<file path="src/rtl/pfc_pkg.sv">
package pfc_pkg;
    typedef enum logic [1:0] {
        DRV_REL  = 2'd0,
        DRV_UP   = 2'd1,
        DRV_DOWN = 2'd2
    } drive_e;

    typedef struct packed {
        drive_e mode;
    } core_state_t;
endpackage

</file>
<file path="src/rtl/pfc_edge_sync.sv">
module pfc_edge_sync #(
    parameter int STAGES = 2
) (
    input  logic clk,
    input  logic rst,
    input  logic din,
    output logic rise
);
    localparam int CHAIN_W = STAGES + 1;

    typedef struct packed {
        logic [CHAIN_W-1:0] chain;
    } sync_t;

    sync_t sync_d, sync_q;

    always_comb begin
        sync_d = sync_q;
        sync_d.chain[0] = din;
        for (int i = 1; i < CHAIN_W; i++) begin
            sync_d.chain[i] = sync_q.chain[i-1];
        end
    end

    always_ff @(posedge clk) begin
        if (rst) begin
            sync_q <= '0;
        end else begin
            sync_q <= sync_d;
        end
    end

    // newest synchronized level high, one older low
    assign rise = sync_q.chain[STAGES-1] & ~sync_q.chain[STAGES];
endmodule

</file>
<file path="src/rtl/pfc_core.sv">
module pfc_core
    import pfc_pkg::*;
(
    input  logic   clk,
    input  logic   rst,
    input  logic   ref_rise,
    input  logic   fb_rise,
    output drive_e mode
);
    core_state_t st_d, st_q;

    always_comb begin
        st_d = st_q;
        unique case (st_q.mode)
            DRV_REL: begin
                if (ref_rise && !fb_rise)      st_d.mode = DRV_UP;
                else if (fb_rise && !ref_rise) st_d.mode = DRV_DOWN;
            end
            DRV_UP: begin
                if (fb_rise) st_d.mode = DRV_REL;
            end
            DRV_DOWN: begin
                if (ref_rise) st_d.mode = DRV_REL;
            end
            default: st_d.mode = DRV_REL;
        endcase
    end

    always_ff @(posedge clk) begin
        if (rst) begin
            st_q.mode <= DRV_REL;
        end else begin
            st_q <= st_d;
        end
    end

    assign mode = st_q.mode;
endmodule

</file>
<file path="src/rtl/phase_freq_cmp.sv">
module phase_freq_cmp
    import pfc_pkg::*;
#(
    parameter int SYNC_STAGES = 2
) (
    input  logic clk,
    input  logic rst,
    input  logic ref_in,
    input  logic fb_in,
    output logic phase_val,
    output logic phase_oe,
    output logic lock_flag
);
    logic   ref_edge;
    logic   fb_edge;
    drive_e mode;

    pfc_edge_sync #(.STAGES(SYNC_STAGES)) u_ref_sync (
        .clk (clk),
        .rst (rst),
        .din (ref_in),
        .rise(ref_edge)
    );

    pfc_edge_sync #(.STAGES(SYNC_STAGES)) u_fb_sync (
        .clk (clk),
        .rst (rst),
        .din (fb_in),
        .rise(fb_edge)
    );

    pfc_core u_core (
        .clk     (clk),
        .rst     (rst),
        .ref_rise(ref_edge),
        .fb_rise (fb_edge),
        .mode    (mode)
    );

    always_comb begin
        phase_oe  = (mode != DRV_REL);
        phase_val = (mode == DRV_UP);
        lock_flag = (mode == DRV_REL);
    end
endmodule

</file>
<file path="config.mk">
export PLATFORM = sky130hd
export DESIGN_NAME = phase_freq_cmp
export DESIGN_NICKNAME = d
export VERILOG_FILES = /design/src/rtl/pfc_pkg.sv /design/src/rtl/pfc_edge_sync.sv /design/src/rtl/pfc_core.sv /design/src/rtl/phase_freq_cmp.sv
export SDC_FILE = /design/constraint.sdc
export NUM_CORES = 1
export LEC_CHECK = 0
export BUFFER_PORTS_ARGS = -buffer_cell sky130_fd_sc_hd__buf_2
export CORE_AREA = 2 2 39 41
export CTS_CLUSTER_SIZE = 14
export DETAILED_ROUTE_END_ITERATION = 8
export DIE_AREA = 0 0 41 43
export PLACE_DENSITY = 0.42
export RECOVER_POWER = 50
export SLEW_MARGIN = 15
export SYNTH_ARGS = -nofsm -noshare
export SYNTH_HDL_FRONTEND = slang
export SYNTH_SLANG_ARGS = --single-unit
</file>
<file path="constraint.sdc">
create_clock -name clk -period 1.35 [get_ports clk]
set_input_delay 0.27 -clock clk [delete_from_list [all_inputs] [get_ports clk]]
set_output_delay 0.27 -clock clk [all_outputs]
set_load 0.01 [all_outputs]
</file>
==> flow_metrics.env, run 1 <==
export IMPL_wl_um=393
export IMPL_p_leak_nw=0.1489
export IMPL_grt_start_max_net_pins=9
export IMPL_swShare=0.2092
export IMPL_power_share_clock=0.377
export IMPL_wl_met1_um=181
export IMPL_grt_usage=0.06546
export IMPL_rsz0062_at_grt="no"
export IMPL_timing_fmax_ghz=0.7924
export IMPL_antenna_left=0
export IMPL_p_sw_mw=0.09729
export IMPL_highest_layer="met4"
export IMPL_synth_cells=23
export IMPL_crit_fanout=4
export IMPL_syn_num_nets=27
export IMPL_antenna_found_initial=0
export IMPL_htreeDepth=1
export IMPL_numCtsBuffers=3
export IMPL_die_area_sq_mm=0.001763
export IMPL_start_kind="flip-flop"
export IMPL_layout_common_cells="dfxtp_1 (7), nor2b_1 (6), buf_2 (5)"
export IMPL_overflow=0
export IMPL_die_y_um=43
export IMPL_postCtsHoldBufs=0
export IMPL_synth_top_cell_area_share=0.5740
export IMPL_crit_type="flip-flop to primary output"
export IMPL_hold_path_class="input pin to flip-flop"
export IMPL_p_per_area_mw_per_mm2=1323
export IMPL_grt_pass1_wl_um=696
export IMPL_diodes=0
export IMPL_p_total_mw=0.4650
export IMPL_yosys_area_top_type="dfxtp_1"
export IMPL_wl_met3_um=35
export IMPL_initial_core_util=0.2016
export IMPL_avgSynthCellArea_sq_um=12.13
export IMPL_root_buffer="clkbuf_4"
export IMPL_firstDrtPassIters=2
export IMPL_combPwrFrac=0.081
export IMPL_yosys_top_cells_area="dfxtp_1 (57%), nor2b_1 (13%), a2111oi_4 (9.9%)"
export IMPL_p_seq_frac=0.543
export IMPL_ys_seq_area_frac=0.5740
export IMPL_synthDistinctLibCells=9
export IMPL_max_slew_margin=0.7344
export IMPL_end_kind="primary output"
export IMPL_hold_violations=0
export IMPL_gp_congestion=0.6019
export IMPL_setup_viol=0
export IMPL_portBuffers=6
export IMPL_cap_violations=0
export IMPL_final_common_cell="dfxtp_1"
export IMPL_core_sq_mm=0.001384
export IMPL_p_int_mw=0.3677
export IMPL_fin_crit_ns=1.262
export IMPL_grt_pass1_vias=165
export IMPL_clk_latency_ns=0.25
export IMPL_ys_warn_count=0
export IMPL_wl_per_cell_um=8.188
export IMPL_rows=14
export IMPL_drive_gt1_frac=0.3750
export IMPL_tightest_slew_ns=0.3984
export IMPL_clock_path_buffers=2
export IMPL_clk_pin_slew_ns=0.05
export IMPL_crit_arrival_ns=0.99
export IMPL_syn_area_sq_um=279.0
export IMPL_clock_sinks=8
export IMPL_outcome="finished clean"
export IMPL_ys_ff_latch=8
export IMPL_slew_viol_final=0
export IMPL_cp_required_ns=1.08
export IMPL_area_growth_pct=26.01
export IMPL_wl_met2_um=168
export IMPL_fin_worst_skew_ns=0.0005945
export IMPL_via_count=171
export IMPL_io_pins=7
export IMPL_viasPerCell=3.563
export IMPL_drt_drc_violations_left=0
export IMPL_period_share=0.9348
export IMPL_ir_drop_mv=0.3575
export IMPL_cts_tree="built"
export IMPL_nNetsFinal=38
export IMPL_die_w_um=41
export IMPL_drt_iter0_markers=2
export IMPL_finalSetupTns_ns=0
export IMPL_n_fill_cell=154
==> routing by layer <==
metal / global-route usage / up-vias
met5: 0 / -
met3: 0.03141 / 2
met1: 0.08117 / 72
met4: 0.08000 / 0
met2: 0.06875 / 7
li1: - / 90
==> path summary, 6_finish.rpt <==
check | startpoint | to | slack [ns] | cells after the start
worst max-delay path | u_core.mode[1] | lock_flag | 0.09 | 3
worst min-delay path | ref_in | u_ref_sync.sync_q[0] | 0.23 | 2
worst max register to register | u_fb_sync.sync_q[1] | u_core.mode[0] | 0.50 | 2
worst min register to register | u_ref_sync.sync_q[0] | u_ref_sync.sync_q[1] | 0.43 | 1
==> through the flow <==
stage | worst slack (ns) | hold slack (ns) | util | instance area [sq um] | std cells
floorplan | 0.3719 | 0.3416 | - | 279.0 | 23
global placement | 0.3512 | 0.4187 | 0.2378 | 329.1 | 45
detailed placement | 0.3306 | 0.4247 | 0.2378 | 329.1 | 45
CTS | 0.05199 | 0.2201 | 0.2541 | 351.6 | 48
global route | 0.02251 | 0.2312 | 0.2541 | 351.6 | 48
finish | 0.08809 | 0.2305 | 0.2541 | 351.6 | 48
==> state kept, by name (all words and copies together) (netlist names) <==
signal and cells:
u_ref_sync.sync_q 3, u_core.mode 2, u_fb_sync.sync_q 3
==> power groups by stage <==
| stage | clock network (mW) | logic [mW] | registers (mW) |
|---|---|---|---|
| 6_report | 0.175 | 0.0375 | 0.252 |
| 5_1_grt | 0.203 | 0.0431 | 0.253 |
| 4_1_cts | 0.189 | 0.0387 | 0.252 |
| 3_5_place_dp | 0 | 0.0387 | 0.257 |
| 3_3_place_gp | 0 | 0.0375 | 0.256 |
| 2_1_floorplan | 0 | 0.0236 | 0.256 |
==> final cells by class <==
class / instances / area (sq um) / share of cell area
Sequential cell: 8 / 161.4 / 0.4591
Multi-Input combinational cell: 13 / 111.4 / 0.3167
Timing Repair Buffer: 6 / 28.78 / 0.08185
Clock buffer: 3 / 22.52 / 0.06406
Tap cell: 16 / 20.02 / 0.05694
Inverter: 2 / 7.507 / 0.02135
==> repair_timing <==
action / CTS / global route
setup buffers: 0 / 0
resized for setup: 0 / 1
setup endpoints to repair: 0 / 1
==> worst max-delay path, stage by stage, from the launching register on <==
cell and delay, ns:
dfxtp_2 0.34, or2_1 0.24, inv_1 0.05, buf_2 0.11
==> cells by family after synthesis <==
kind of cell | share of synthesized area
flip-flops | 0.5740
AND/OR/NAND/NOR | 0.2646
AO/OA/AOI/OAI | 0.1345
buffers and inverters | 0.02692
==> cells in the mapped netlist (all sizes together) <==
cell     n
dfxtp    8
nor2     2
o211a    1
inv      2
nor2b    7
a2111oi  1
nand2b   1
or2      1
(Power assumes the default switching activity.)
==> run 2: changes to the inputs <==
--- a/config.mk
+++ b/config.mk
@@ -5,11 +5,13 @@
 export SDC_FILE = /design/constraint.sdc
 export NUM_CORES = 1
 export LEC_CHECK = 0
-export BUFFER_PORTS_ARGS = -buffer_cell sky130_fd_sc_hd__buf_2
+export BUFFER_PORTS_ARGS = -buffer_cell sky130_fd_sc_hd__clkbuf_2
 export CORE_AREA = 2 2 39 41
 export CTS_CLUSTER_SIZE = 14
 export DETAILED_ROUTE_END_ITERATION = 8
 export DIE_AREA = 0 0 41 43
+export GPL_TIMING_DRIVEN = 0
+export MAX_ROUTING_LAYER = met4
 export PLACE_DENSITY = 0.42
 export RECOVER_POWER = 50
 export SLEW_MARGIN = 15
==> flow_metrics.env, run 2 (synthesis results as in run 1) <==
export IMPL_hold_violations=0
export IMPL_fin_crit_ns=1.256
export IMPL_grt_pass1_wl_um=600
export IMPL_wl_per_cell_um=7.167
export IMPL_crit_fanout=4
export IMPL_p_per_area_mw_per_mm2=1320
export IMPL_pre_cts_slack_ns=0.3305
export IMPL_ir_drop_mv=0.4522
export IMPL_numCtsBuffers=3
export IMPL_portBuffers=6
export IMPL_slew_viol_final=0
export IMPL_grt_start_max_net_pins=9
export IMPL_antenna_left=0
export IMPL_area_growth_pct=26.01
export IMPL_p_leak_nw=0.1490
export IMPL_final_common_cell="dfxtp_1"
export IMPL_top_regs="u_fb_sync.sync_q x3, u_ref_sync.sync_q x3, u_core.mode x2"
export IMPL_cap_violations=0
export IMPL_setup_viol=0
export IMPL_outcome="finished clean"
export IMPL_layout_common_cells="dfxtp_1 (7), nor2b_1 (6), clkbuf_2 (5)"
export IMPL_rows=14
export IMPL_diodes=0
export IMPL_die_area_sq_mm=0.001763
export IMPL_firstDrtPassIters=1
export IMPL_clock_path_buffers=2
export IMPL_timing_fmax_ghz=0.7963
export IMPL_max_slew_margin=0.7287
export IMPL_clk_latency_ns=0.24
export IMPL_root_buffer="clkbuf_4"
export IMPL_fin_worst_skew_ns=0.001566
export IMPL_drive_gt1_frac=0.3750
export IMPL_die_y_um=43
export IMPL_post_cts_setup_buffers=0
export IMPL_nNetsFinal=38
export IMPL_viasPerCell=3.771
export IMPL_grt_pass1_vias=158
export IMPL_gp_congestion=0.5991
export IMPL_htreeDepth=1
export IMPL_end_kind="primary output"
export IMPL_antenna_found_initial=0
export IMPL_postLayoutCellArea_sq_um=351.6
export IMPL_place_area_sq_um=329.1
export IMPL_tightest_slew_ns=0.4070
export IMPL_cp_required_ns=1.08
export IMPL_finalSetupTns_ns=0
export IMPL_cts_tree="built"
export IMPL_die_w_um=41
export IMPL_crit_type="flip-flop to primary output"
export IMPL_clk_pin_slew_ns=0.05
export IMPL_crit_arrival_ns=0.99
export IMPL_fin_ws_ns=0.09412
export IMPL_overflow=0
export IMPL_wl_um=344
export IMPL_drt_iter0_markers=0
export IMPL_clock_sinks=8
export IMPL_io_pins=7
export IMPL_rsz0062_at_grt="no"
export IMPL_grt_usage=0.05670
export IMPL_drt_drc_violations_left=0
export IMPL_via_count=181
export IMPL_start_kind="flip-flop"
export IMPL_initial_core_util=0.2016
export IMPL_hold_path_class="input pin to flip-flop"
export IMPL_core_sq_mm=0.001384
export IMPL_period_share=0.9303
==> run 2: cell types whose count changed in the layout (fill, tap and decap cells not counted) <==
cell	before	now
buf_2	5	0
clkbuf_2	0	5
==> run 2: cell type report <==
class	count	area (sq um)
timing repair buffer	6	28.78
inverter	2	7.507
fill	149	1032
clock buffer	3	22.52
multi-input combinational	13	111.4
sequential	8	161.4
tap	16	20.02
==> run 2: report_power, final <==
group | internal [mW] | switching [mW] | total, mW | leakage [nW]
clock network | 0.101 | 0.0735 | 0.175 | 0.0138
logic | 0.0195 | 0.0178 | 0.0373 | 0.0690
registers | 0.247 | 0.00536 | 0.252 | 0.0661
==> run 2: final timing paths <==
check | endpoint | slack (ns) | startpoint | cells after the start
worst min-delay path | u_fb_sync.sync_q[0] | 0.23 | fb_in | 2
worst max register to register | u_core.mode[0] | 0.49 | u_fb_sync.sync_q[1] | 2
worst min register to register | u_ref_sync.sync_q[1] | 0.43 | u_ref_sync.sync_q[0] | 1
worst max-delay path | lock_flag | 0.09 | u_core.mode[1] | 3
==> run 2: timing repair <==
action	CTS	global route
resized for setup	0	1
endpoints found under the setup margin	0	1
hold buffers	0	0
==> run 2: layer usage <==
metal	global-route usage	routed length [um]
met5	-	0
met2	0.06563	139
met1	0.06149	164
met4	0.06000	0
met3	0.03141	40
==> run 2: per-stage QoR <==
step | instances | util | total power [mW] | hold slack, ns
after floorplan | 23 | - | 0.2794 | 0.3416
after global placement | 45 | 0.2378 | 0.2944 | 0.4176
after detailed placement | 45 | 0.2378 | 0.2952 | 0.4242
after CTS | 48 | 0.2541 | 0.4763 | 0.2210
after global routing | 48 | 0.2541 | 0.4963 | 0.2322
final | 48 | 0.2541 | 0.4642 | 0.2280
==> run 2: worst max-delay path, stage by stage (launching register included) <==
cell and delay [ns]:
dfxtp_2 0.34, or2_1 0.24, inv_1 0.05, clkbuf_2 0.12
==> run 3: changes to the inputs <==
--- a/config.mk
+++ b/config.mk
@@ -12,7 +12,7 @@
 export DIE_AREA = 0 0 41 43
 export GPL_TIMING_DRIVEN = 0
 export MAX_ROUTING_LAYER = met4
-export PLACE_DENSITY = 0.42
+export PLACE_DENSITY_LB_ADDON = 0.08
 export RECOVER_POWER = 50
 export SLEW_MARGIN = 15
 export SYNTH_ARGS = -nofsm -noshare
==> flow_metrics.env, run 3 (synthesis results as in run 1) <==
export IMPL_viasPerCell=3.625
export IMPL_postLayoutCellArea_sq_um=350.3
export IMPL_path_cells="or2_1 -> inv_1 -> clkbuf_2"
export IMPL_p_leak_nw=0.1485
export IMPL_wl_um=387
export IMPL_via_count=174
export IMPL_slowest_delay_ns=0.35
export IMPL_crit_arrival_ns=1.03
export IMPL_end_kind="primary output"
export IMPL_die_w_um=41
export IMPL_clock_sinks=8
export IMPL_core_sq_mm=0.001384
export IMPL_multiInputGateArea_sq_um=111.4
export IMPL_timing_fmax_ghz=0.7689
export IMPL_p_total_mw=0.4641
export IMPL_antenna_left=0
export IMPL_crit_type="flip-flop to primary output"
export IMPL_postCtsHoldBufs=0
export IMPL_n_fill_cell=152
export IMPL_gp_congestion=0.6174
export IMPL_grt_start_max_net_pins=9
export IMPL_setup_viol=0
export IMPL_crit_buf_inv=2
export IMPL_area_growth_pct=25.56
export IMPL_grt_usage=0.06308
export IMPL_place_area_sq_um=329.1
export IMPL_p_per_area_mw_per_mm2=1325
export IMPL_layout_common_cells="dfxtp_1 (8), nor2b_1 (6), clkbuf_2 (5)"
export IMPL_finalSetupTns_ns=0
export IMPL_wl_per_cell_um=8.063
export IMPL_post_cts_setup_buffers=0
export IMPL_numCtsBuffers=3
export IMPL_htreeDepth=1
export IMPL_hold_violations=0
export IMPL_initial_core_util=0.2016
export IMPL_fin_worst_skew_ns=0.001628
export IMPL_root_buffer="clkbuf_4"
export IMPL_pre_cts_slack_ns=0.3173
export IMPL_period_share=0.9634
export IMPL_firstDrtPassIters=1
export IMPL_drt_drc_violations_left=0
export IMPL_rsz0062_at_grt="no"
export IMPL_tightest_slew_ns=0.4045
export IMPL_fin_ws_ns=0.04944
export IMPL_drive_gt1_frac=0.3438
export IMPL_cts_resized=0
export IMPL_cts_tree="built"
export IMPL_cp_top_family="flip-flops"
export IMPL_fin_crit_ns=1.301
export IMPL_whs_ns=0.2307
export IMPL_portBuffers=6
export IMPL_grt_pass1_wl_um=690
export IMPL_hold_path_class="input pin to flip-flop"
export IMPL_slew_viol_final=0
export IMPL_top_regs="u_fb_sync.sync_q x3, u_ref_sync.sync_q x3, u_core.mode x2"
export IMPL_cp_required_ns=1.08
export IMPL_nNetsFinal=38
export IMPL_crit_fanout=4
export IMPL_diodes=0
export IMPL_start_kind="flip-flop"
export IMPL_rows=14
export IMPL_antenna_found_initial=0
export IMPL_grt_pass1_vias=175
export IMPL_die_y_um=43
export IMPL_drt_iter0_markers=0
export IMPL_max_slew_margin=0.7303
export IMPL_seqCellArea_sq_um=160.2
export IMPL_cap_violations=0
export IMPL_die_area_sq_mm=0.001763
export IMPL_overflow=0
export IMPL_clock_path_buffers=2
export IMPL_io_pins=7
export IMPL_cp_slowest_cell="dfxtp_1"
export IMPL_clk_pin_slew_ns=0.05
export IMPL_outcome="finished clean"
export IMPL_clk_latency_ns=0.24
export IMPL_ir_drop_mv=0.2975
export IMPL_final_common_cell="dfxtp_1"
[run 3: cell counts in the layout (fill, tap and decap cells not counted)]
Identical to the previous run, type by type.
[run 3: metrics by stage]
stage / util / cells
3_5_place_dp: 0.2378 / 45
6_report: 0.2532 / 48
4_1_cts: 0.2541 / 48
3_3_place_gp: 0.2378 / 45
5_1_grt: 0.2532 / 48
2_1_floorplan: - / 23
[run 3: final cells by class]
cell class | instances | area share
well taps | 16 | 0.05714
repair buffers | 6 | 0.08214
clock buffers | 3 | 0.06429
multi-input cells | 13 | 0.3179
flip-flops and latches | 8 | 0.4571
inverters | 2 | 0.02143
[run 3: where the power goes]
| part | switching [mW] | internal, mW |
|---|---|---|
| Sequential | 0.00566 | 0.247 |
| Clock | 0.0727 | 0.101 |
| Combinational | 0.0185 | 0.0195 |
| Total | 0.0969 | 0.367 |
[run 3: metal layers]
| metal | track usage | vias to the layer above | routed length, um | part of all wire |
|---|---|---|---|---|
| li1 | - | 93 | - | - |
| met1 | 0.07516 | 75 | 188 | 0.49 |
| met2 | 0.07188 | 6 | 163 | 0.42 |
| met3 | 0.03141 | 0 | 35 | 0.090 |
| met4 | 0.06000 | 0 | 0 | 0 |
| met5 | - | - | 0 | 0 |
[run 3: worst paths after layout]
kind / depth (start not counted) / endpoint / slack, ns / start
setup reg to reg: 2 / u_core.mode[0] / 0.49 / u_ref_sync.sync_q[1]
setup / recovery: 3 / lock_flag / 0.05 / u_core.mode[1]
hold / removal: 2 / u_fb_sync.sync_q[0] / 0.23 / fb_in
hold reg to reg: 1 / u_ref_sync.sync_q[1] / 0.44 / u_ref_sync.sync_q[0]
